## config.mk

```make
export PLATFORM = sky130hd
export DESIGN_NAME = swp_page_decoder
export DESIGN_NICKNAME = d
export VERILOG_FILES = /design/src/rtl/swp_pkg.sv /design/src/rtl/swp_wr_decode.sv /design/src/rtl/swp_page_fsm.sv /design/src/rtl/swp_cs_gen.sv /design/src/rtl/swp_page_decoder.sv
export SDC_FILE = /design/constraint.sdc
export NUM_CORES = 1
export LEC_CHECK = 0
export ABC_AREA = 1
export BUFFER_PORTS_ARGS = -buffer_cell sky130_fd_sc_hd__buf_2
export CORE_MARGIN = 4
export CORE_UTILIZATION = 40
export DETAILED_ROUTE_END_ITERATION = 7
export PLACE_DENSITY = 0.78
export SYNTH_ARGS = -nofsm -noshare
export SYNTH_HDL_FRONTEND = slang
export SYNTH_SLANG_ARGS = --single-unit
export TNS_END_PERCENT = 100
```

## constraint.sdc

```tcl
create_clock -name clk -period 1.4 [get_ports clk]
set_input_delay 0.28 -clock clk [delete_from_list [all_inputs] [get_ports clk]]
set_output_delay 0.28 -clock clk [all_outputs]
set_load 0.03 [all_outputs]
```

## src/rtl/swp_pkg.sv

```systemverilog
package swp_pkg;
    // Field widths of the paging value; socket counts derive from them
    localparam int LO_BITS  = 3;
    localparam int HI_BITS  = 2;
    localparam int LO_COUNT = 1 << LO_BITS;
    localparam int HI_COUNT = 1 << HI_BITS;

    typedef enum logic [1:0] {
        PG_HOST  = 2'd0,
        PG_UPPER = 2'd1,
        PG_LOWER = 2'd2
    } pg_state_t;

    typedef enum logic [1:0] {
        CMD_NONE  = 2'd0,
        CMD_HOST  = 2'd1,
        CMD_UPPER = 2'd2,
        CMD_LOWER = 2'd3
    } pg_cmd_t;
endpackage

```

## src/rtl/swp_wr_decode.sv

```systemverilog
module swp_wr_decode
    import swp_pkg::*;
#(
    parameter int              ADDR_W   = 16,
    parameter logic [ADDR_W-1:0] REG_ADDR = 16'hFE05
) (
    input  logic               clk,
    input  logic               rst_n,
    input  logic               phi,
    input  logic [ADDR_W-1:0]  addr,
    input  logic [7:0]         data,
    input  logic               wr,
    output pg_cmd_t            cmd,
    output logic [LO_BITS-1:0] num
);
    logic phi_d;
    logic phi_fall;
    logic hit;

    always_ff @(posedge clk) begin
        if (!rst_n) phi_d <= 1'b0;
        else        phi_d <= phi;
    end

    assign phi_fall = phi_d & ~phi;
    assign hit      = phi_fall & wr & (addr == REG_ADDR) & (data[7:4] == 4'h0);
    assign num      = data[LO_BITS-1:0];

    // Bit 3 clear: lower bank; bits 3:2 = 11: upper bank; 10: host numbers
    always_comb begin
        if (!hit)         cmd = CMD_NONE;
        else if (!data[3]) cmd = CMD_LOWER;
        else if (data[2])  cmd = CMD_UPPER;
        else               cmd = CMD_HOST;
    end
endmodule

```

## src/rtl/swp_page_fsm.sv

```systemverilog
module swp_page_fsm
    import swp_pkg::*;
(
    input  logic               clk,
    input  logic               rst_n,
    input  pg_cmd_t            cmd,
    input  logic [LO_BITS-1:0] num,
    output logic               lo_en,
    output logic               hi_en,
    output logic [LO_BITS-1:0] sock
);
    pg_state_t          state, state_nx;
    logic [LO_BITS-1:0] sock_nx;

    always_comb begin
        state_nx = state;
        sock_nx  = sock;
        unique case (state)
            PG_HOST: begin
                if (cmd == CMD_UPPER) begin
                    state_nx = PG_UPPER;
                    sock_nx  = LO_BITS'(num[HI_BITS-1:0]);
                end
            end
            PG_UPPER, PG_LOWER: begin
                case (cmd)
                    CMD_UPPER: begin
                        state_nx = PG_UPPER;
                        sock_nx  = LO_BITS'(num[HI_BITS-1:0]);
                    end
                    CMD_HOST:  state_nx = PG_HOST;
                    CMD_LOWER: begin
                        state_nx = PG_LOWER;
                        sock_nx  = num;
                    end
                    default: ;
                endcase
            end
            default: state_nx = PG_HOST;
        endcase
    end

    always_ff @(posedge clk) begin
        if (!rst_n) begin
            state <= PG_HOST;
            sock  <= '0;
        end else begin
            state <= state_nx;
            sock  <= sock_nx;
        end
    end

    always_comb begin
        lo_en = (state == PG_LOWER);
        hi_en = (state == PG_UPPER);
    end


    upper_pick_chk: assert property (@(posedge clk) disable iff (!rst_n)
        cmd == CMD_UPPER |=> state == PG_UPPER && sock == LO_BITS'($past(num[HI_BITS-1:0])));

    host_pick_chk: assert property (@(posedge clk) disable iff (!rst_n)
        cmd == CMD_HOST |=> state == PG_HOST);

    locked_lower_chk: assert property (@(posedge clk) disable iff (!rst_n)
        (cmd == CMD_LOWER && state == PG_HOST) |=> state == PG_HOST);

    idle_hold_chk: assert property (@(posedge clk) disable iff (!rst_n)
        cmd == CMD_NONE |=> $stable(state) && $stable(sock));
endmodule

```

## src/rtl/swp_cs_gen.sv

```systemverilog
module swp_cs_gen
    import swp_pkg::*;
#(
    parameter int ADDR_W = 16
) (
    input  logic               lo_en,
    input  logic               hi_en,
    input  logic [LO_BITS-1:0] sock,
    input  logic [ADDR_W-1:0]  addr,
    input  logic               rd,
    output logic [LO_COUNT-1:0] sel_lo,
    output logic [HI_COUNT-1:0] sel_hi
);
    logic in_win;
    assign in_win = rd & (addr[ADDR_W-1:ADDR_W-2] == 2'b10);

    for (genvar i = 0; i < LO_COUNT; i++) begin : g_lo
        assign sel_lo[i] = in_win & lo_en & (sock == LO_BITS'(i));
    end
    for (genvar j = 0; j < HI_COUNT; j++) begin : g_hi
        assign sel_hi[j] = in_win & hi_en & (sock[HI_BITS-1:0] == HI_BITS'(j));
    end


    one_socket_chk: assert final ($onehot0({sel_hi, sel_lo}));
endmodule

```

## src/rtl/swp_page_decoder.sv

```systemverilog
module swp_page_decoder
    import swp_pkg::*;
#(
    parameter int                ADDR_W   = 16,
    parameter logic [ADDR_W-1:0] REG_ADDR = 16'hFE05
) (
    input  logic                clk,
    input  logic                rst_n,
    input  logic                phi,
    input  logic [ADDR_W-1:0]   addr,
    input  logic [7:0]          data,
    input  logic                wr,
    input  logic                rd,
    output logic [LO_COUNT-1:0] sel_lo,
    output logic [HI_COUNT-1:0] sel_hi
);
    pg_cmd_t            cmd;
    logic [LO_BITS-1:0] num;
    logic               lo_en;
    logic               hi_en;
    logic [LO_BITS-1:0] sock;

    swp_wr_decode #(.ADDR_W(ADDR_W), .REG_ADDR(REG_ADDR)) i_dec (
        .clk(clk), .rst_n(rst_n), .phi(phi), .addr(addr),
        .data(data), .wr(wr), .cmd(cmd), .num(num)
    );

    swp_page_fsm i_fsm (
        .clk(clk), .rst_n(rst_n), .cmd(cmd), .num(num),
        .lo_en(lo_en), .hi_en(hi_en), .sock(sock)
    );

    swp_cs_gen #(.ADDR_W(ADDR_W)) i_cs (
        .lo_en(lo_en), .hi_en(hi_en), .sock(sock), .addr(addr),
        .rd(rd), .sel_lo(sel_lo), .sel_hi(sel_hi)
    );


    window_only_chk: assert property (@(posedge clk) disable iff (!rst_n)
        (|{sel_hi, sel_lo}) |-> rd && addr[ADDR_W-1:ADDR_W-2] == 2'b10);

    no_edge_chk: assert property (@(posedge clk) disable iff (!rst_n)
        (!$past(phi) || phi) |=> $stable({sel_hi, sel_lo}) || !$stable(addr) || !$stable(rd));
endmodule

```

==> flow_summary_export.csv, run 1 <==
group,metric,value,unit
timing,clock.fmax,0.556,GHz
run_status,status,"finished, violations left",
flow_run,maxCapViolations,0,
global_route,grt_util_all_layers,24.1,%
synth,ys_warn_count,0,
clock_network,ctsHoldBuffers,0,
global_route,overflow,0,
worst_hold_path,holdPathEnd,"i_dec.phi_d$_SDFF_PN0_",
critical_path,cp-end-kind,"output port",
clock_network,clk_pin_slew,0.05,ns
global_route,antenna_found_initial,0,
clock_network,clock_path_buffers,2,
power_and_ir_drop,power_density,488,mW/mm2
timing,min_period,1.80,ns
timing,slew_violations,0,
timing,hold_viol,0,
floorplanning,die-area,0.00216,mm2
place,dpl.hpwl,1.33,mm
floorplanning,die_w,46.5,um
floorplanning,initial_utilization,43.8,%
route,finalWirelength,2.57,mm
clock_network,tritoncts,"built",
critical_path,arrival,1.52,ns
final_layout,layout-drive-gt1-share,58.2,%
timing,finClkSkew,0.0113,ns
route,via_per_inst,5.12,
route,wl_per_cell,16.0,um
critical_path,crit_path_start_kind,"register",
worst_hold_path,whs_path_depth,3,
clock_network,numCtsBuffers,3,
synth,syn-num-nets,130,
timing,fin_ws,-0.399,ns
final_layout,n_antenna_cell,0,
route,drt_iter0_drc,18,
place,pre_cts_slack,-0.107,ns
floorplanning,die_h,46.5,um
route,route.vias.total,824,
floorplanning,placementRows,13,
timing,whs,0.234,ns
final_layout,fin_area,0.00116,mm2
clock_network,clk_latency,0.26,ns
run_status,violations,"negative setup slack",
critical_path,rr_endpoint,"i_fsm.state[1]$_SDFFE_PN0P_",
global_route,grt_pass1_wl,3.51,mm
timing,fin_crit_sh,128,%
timing,rsz0062_at_grt,"yes",
critical_path,r2r-start,"i_fsm.state[1]$_SDFFE_PN0P_",
synth,syn_inst,97,
floorplanning,core-area,0.00135,mm2
clock_network,htreeDepth,1,
timing,tightest_slew,0.378,ns
global_route,grt_max_degree,7,
clock_network,cts.sinks,6,
worst_hold_path,hold_start,"phi",
synth,synth-seq-cells,6,
critical_path,worstPathMaxFanout,4,
synth,syn_area_per_cell,6.10,um2
power_and_ir_drop,peakVddDrop,0.431,mV
route,ant_nets,0,
floorplanning,io_pins,41,
place,port_buffers,40,
clock_network,cts-root-buf,"clkbuf_4",
timing,setup_tns,-3.60,ns
critical_path,critPathKind,"register to output port",
final_layout,final_nets,181,
worst_hold_path,min_path_type,"input port to register",
place,place_area,903,um2
route,drc_errors,0,
synth,syn_area,592,um2
route,firstDrtPassIters,4,
power_and_ir_drop,power,565,uW
timing,setup_viol,14,
critical_path,cp_data_required_time,1.12,ns
global_route,grt_pass1_vias,773,
place,gp_congestion,0.789,
timing,maxSlewHeadroom,74.7,%
synth,seq_area_frac_synth,20.3,%
power_and_ir_drop,p_leak,0.557,nW
critical_path,rr_worst_depth,9,
final_layout,syn2layout_area_growth,95.8,%
synth,yosysUniqueCellTypes,17,
critical_path,r2r_slack,-0.04,ns
[cells in the mapped netlist, drive strengths merged]
cell / count / share of area (%)
a21boi: 1 / 1.3
and3: 1 / 1.1
dfxtp: 6 / 20
ha: 4 / 8.5
inv: 15 / 9.5
nand2: 28 / 20
nand3: 3 / 4.7
nand3b: 2 / 2.5
nand4: 4 / 6.8
nor2: 31 / 23
nor3b: 1 / 1.3
o21ai: 1 / 0.84
[layout by cell type (no fill, tap or decap)]
master	instances
nand2_1	21
a21boi_2	1
buf_4	3
dfxtp_4	1
buf_2	28
nor2_2	2
o21ai_0	1
nand2_8	1
nand4_1	3
nor2_1	14
nand3_4	1
dfxtp_2	1
inv_4	1
nand4_4	1
and3_1	1
ha_4	3
ha_1	1
dfxtp_1	4
inv_2	2
nor3b_4	1
inv_1	12
nor2_4	15
buf_6	15
nand2_4	4
clkbuf_4	3
nand2_2	2
nand3_1	2
nand3b_1	2
[what timing repair did]
item / 4_1_cts / 5_1_grt
pin swaps: 7 / 18
setup endpoints to repair: 13 / 16
gates resized for setup: 42 / 18
buffers inserted: 4 / 0
[state kept, by name, indices dropped and copies added (netlist names)]
signal       count
i_fsm.state      2
i_dec.phi_d      1
i_fsm.sock       3
[cell type report]
cell class / instances / area, um2
timing repair buffer: 46 / 332
sequential: 6 / 125
clock buffer: 3 / 22.5
tap: 15 / 18.8
inverter: 15 / 58.8
multi-input combinational: 76 / 602
fill: 72 / 191
[per-stage QoR]
stage	instances	util, %
5_1_grt	161	85.8
6_report	161	85.8
3_5_place_dp	155	66.9
4_1_cts	162	81.6
2_1_floorplan	97	-
3_3_place_gp	155	66.9
[worst max path at each step]
stage / from / end / slack, ns / depth (start not counted)
6_report: i_fsm.state[0]$_SDFFE_PN0P_ / sel_lo[3] / -0.40 / 6
4_1_cts: i_fsm.state[0]$_SDFFE_PN0P_ / sel_lo[2] / -0.32 / 6
3_5_place_dp: i_fsm.state[0]$_SDFFE_PN0P_ / sel_lo[2] / -0.11 / 6
3_3_place_gp: i_fsm.state[0]$_SDFFE_PN0P_ / sel_lo[1] / -0.06 / 6
5_1_grt: i_fsm.state[0]$_SDFFE_PN0P_ / sel_lo[3] / -0.46 / 6
2_1_floorplan: i_fsm.state[0]$_SDFFE_PN0P_ / sel_lo[0] / 0.01 / 5
[cells by family (layout without fill, tap and decap cells)]
logic type | count (synthesis) | after routing | share of synthesized area [%]
simple gates | 70 | 70 | 59.6
buf+inv | 15 | 64 | 9.51
flops | 6 | 6 | 20.3
fa+ha+maj | 4 | 4 | 8.46
compound gates | 2 | 2 | 2.11
[routing by layer]
layer	share of wire [%]	GRT usage [%]	up-vias
li1	-	-	396
met1	36	24.8	377
met2	52	41.5	41
met3	8.2	6.64	10
met4	3.8	16.5	0
met5	0	0	-
[power by group]
group	internal, mW	leakage (nW)	switching [mW]	total (mW)
registers	0.183	0.0502	0.00965	0.192
clock network	0.0975	0.0138	0.0711	0.169
logic	0.0894	0.493	0.115	0.204
total	0.370	0.557	0.195	0.565
[critical path, cell delays in order (launching register included)]
cell	delay (ns)
dfxtp_2	0.32
inv_2	0.07
ha_4	0.11
nor3b_4	0.29
nand2_4	0.16
nor2_4	0.15
buf_6	0.15
Note: power is estimated with default switching activity, not from simulation.
==> inputs of run 2 (changes only) <==
==> constraint.sdc (replaced) <==
create_clock -name clk -period 1.4 [get_ports clk]
set_input_delay 0.14 -clock clk [delete_from_list [all_inputs] [get_ports clk]]
set_output_delay 0.14 -clock clk [all_outputs]
set_load 0.03 [all_outputs]
==> run 2 against run 1 <==
Against the previous run:
- the run still ends with negative setup slack left
- clock power decreased by 8%
- sequential power barely moved
- non-clock buffer count is 4 lower
- maximum frequency rose by 14%
- sequential cell count unchanged
- largest power group is now sequential cells
==> flow_summary_export.csv, run 2 (synthesis results as in run 1) <==
group,metric,value,unit
timing,min_period,1.57,ns
critical_path,cp_data_required_time,1.26,ns
final_layout,final_nets,177,
place,pre_cts_slack,-0.0269,ns
timing,finClkSkew,0.00464,ns
power_and_ir_drop,power_density,512,mW/mm2
clock_network,clock_path_buffers,2,
route,route.vias.total,757,
run_status,violations,"negative setup slack",
floorplanning,io_pins,41,
power_and_ir_drop,netSwitchingFraction,30.2,%
global_route,grt_pass1_vias,734,
clock_network,cts-root-buf,"clkbuf_4",
route,ant_nets,0,
floorplanning,initial_utilization,43.8,%
route,finalWirelength,1.96,mm
global_route,grt_max_degree,7,
timing,fin_crit_sh,112,%
final_layout,regMostFlops,"i_fsm.sock",
global_route,overflow,0,
route,drc_errors,0,
timing,hold_viol,0,
power_and_ir_drop,p_leak,0.517,nW
global_route,grt_pass1_wl,2.88,mm
route,wl_per_cell,12.5,um
critical_path,arrival,1.43,ns
critical_path,crit_slowest_cell,"dfxtp_4",
power_and_ir_drop,internal-power,345,uW
critical_path,critPathKind,"register to output port",
final_layout,fin_util,71.5,%
place,dpl.hpwl,1.43,mm
floorplanning,die_w,46.5,um
timing,whs,0.100,ns
worst_hold_path,whs_path_depth,3,
critical_path,worstPathMaxFanout,4,
floorplanning,die_h,46.5,um
place,port_buffers,40,
floorplanning,die-area,0.00216,mm2
clock_network,clk_pin_slew,0.05,ns
critical_path,crit_path_max_incr_delay,0.35,ns
final_layout,reg_top3,"i_fsm.sock x3, i_fsm.state x2, i_dec.phi_d x1",
timing,slew_violations,0,
power_and_ir_drop,pwr-share-comb,29.7,%
timing,setup_viol,11,
clock_network,htreeDepth,1,
route,via_per_inst,4.82,
critical_path,cp-end-kind,"output port",
place,gp_congestion,0.761,
timing,clock.fmax,0.636,GHz
final_layout,final_cell_mix,"buf_2, nand2_1, nor2_1",
critical_path,rr_worst_depth,9,
floorplanning,core-area,0.00135,mm2
global_route,antenna_found_initial,0,
clock_network,ctsHoldBuffers,0,
power_and_ir_drop,switchingPower,149,uW
worst_hold_path,min_path_type,"input port to register",
clock_network,cts.sinks,6,
clock_network,clk_latency,0.24,ns
final_layout,largest_register_ffs,3,
power_and_ir_drop,peakVddDrop,0.639,mV
place,placed_cells,152,
route,firstDrtPassIters,4,
run_status,status,"finished, violations left",
route,drt_iter0_drc,9,
final_layout,final_cells,157,
timing,maxSlewHeadroom,85.7,%
final_layout,syn2layout_area_growth,63.2,%
timing,tightest_slew,0.212,ns
power_and_ir_drop,seq_power_share,38.7,%
timing,fin_ws,-0.173,ns
flow_run,maxCapViolations,0,
critical_path,worstPathCellList,"inv_4 > ha_4 > nor3b_4 > nand2_2 > nor2_2 > buf_6",
final_layout,layout-drive-gt1-share,48.6,%
timing,rsz0062_at_grt,"yes",
power_and_ir_drop,p_clk_share,31.5,%
global_route,grt_util_all_layers,19.1,%
clock_network,numCtsBuffers,3,
critical_path,crit_path_start_kind,"register",
timing,setup_tns,-1.24,ns
final_layout,final_common_cell,"buf_2",
final_layout,n_antenna_cell,0,
floorplanning,placementRows,13,
clock_network,tritoncts,"built",
run 2: cell types whose count changed in the layout (fill, tap and decap cells not counted), sizes merged:
| cell | delta |
|---|---|
| clkbuf | +2 |
| buf | -6 |
run 2: repair_timing:
item,4_1_cts,5_1_grt
gates resized for setup,22,18
pin swaps,4,5
setup endpoints to repair,8,14
buffers inserted,2,0
run 2: cell type report:
cell class,instances,area [um2]
multi-input cells,76,477
well taps,15,18.8
fillers,106,384
flip-flops and latches,6,125
repair buffers,42,264
clock buffers,3,22.5
inverters,15,58.8
run 2: layer usage:
layer	GRT usage, %	vias to the layer above	routed length [um]
met4	11.9	0	77
met2	35.7	29	1050
met1	17.6	332	699
met5	0	-	0
li1	-	386	-
met3	5.47	10	139
run 2: worst paths after layout:
kind                               start                    endpoint  slack (ns)
max          i_fsm.state[0]$_SDFFE_PN0P_                   sel_lo[7]       -0.17
min                                  phi      i_dec.phi_d$_SDFF_PN0_        0.10
max reg2reg  i_fsm.state[0]$_SDFFE_PN0P_  i_fsm.sock[2]$_SDFFE_PN0P_        0.06
min reg2reg   i_fsm.sock[1]$_SDFFE_PN0P_  i_fsm.sock[1]$_SDFFE_PN0P_        0.58
run 2: power groups by stage:
stage                     logic (mW)  clock network (mW)  registers, mW
after floorplan               0.0747                   0          0.191
after global placement         0.125                   0          0.193
after detailed placement       0.131                   0          0.193
after CTS                      0.138               0.162          0.191
after global routing           0.164               0.180          0.192
final                          0.147               0.156          0.191
run 2: worst max-delay path, delay by kind of cell, from the launching register on:
family / cells / cell delay, ns
fa+ha+maj: 1 / 0.11
simple gates: 3 / 0.52
buf+inv: 2 / 0.21
flops: 1 / 0.35
run 2: metrics by stage:
| stage | power (mW) | area (um2) |
|---|---|---|
| final | 0.494 | 966 |
| after floorplan | 0.266 | 592 |
| after global placement | 0.318 | 811 |
| after CTS | 0.491 | 913 |
| after global routing | 0.536 | 966 |
| after detailed placement | 0.325 | 811 |
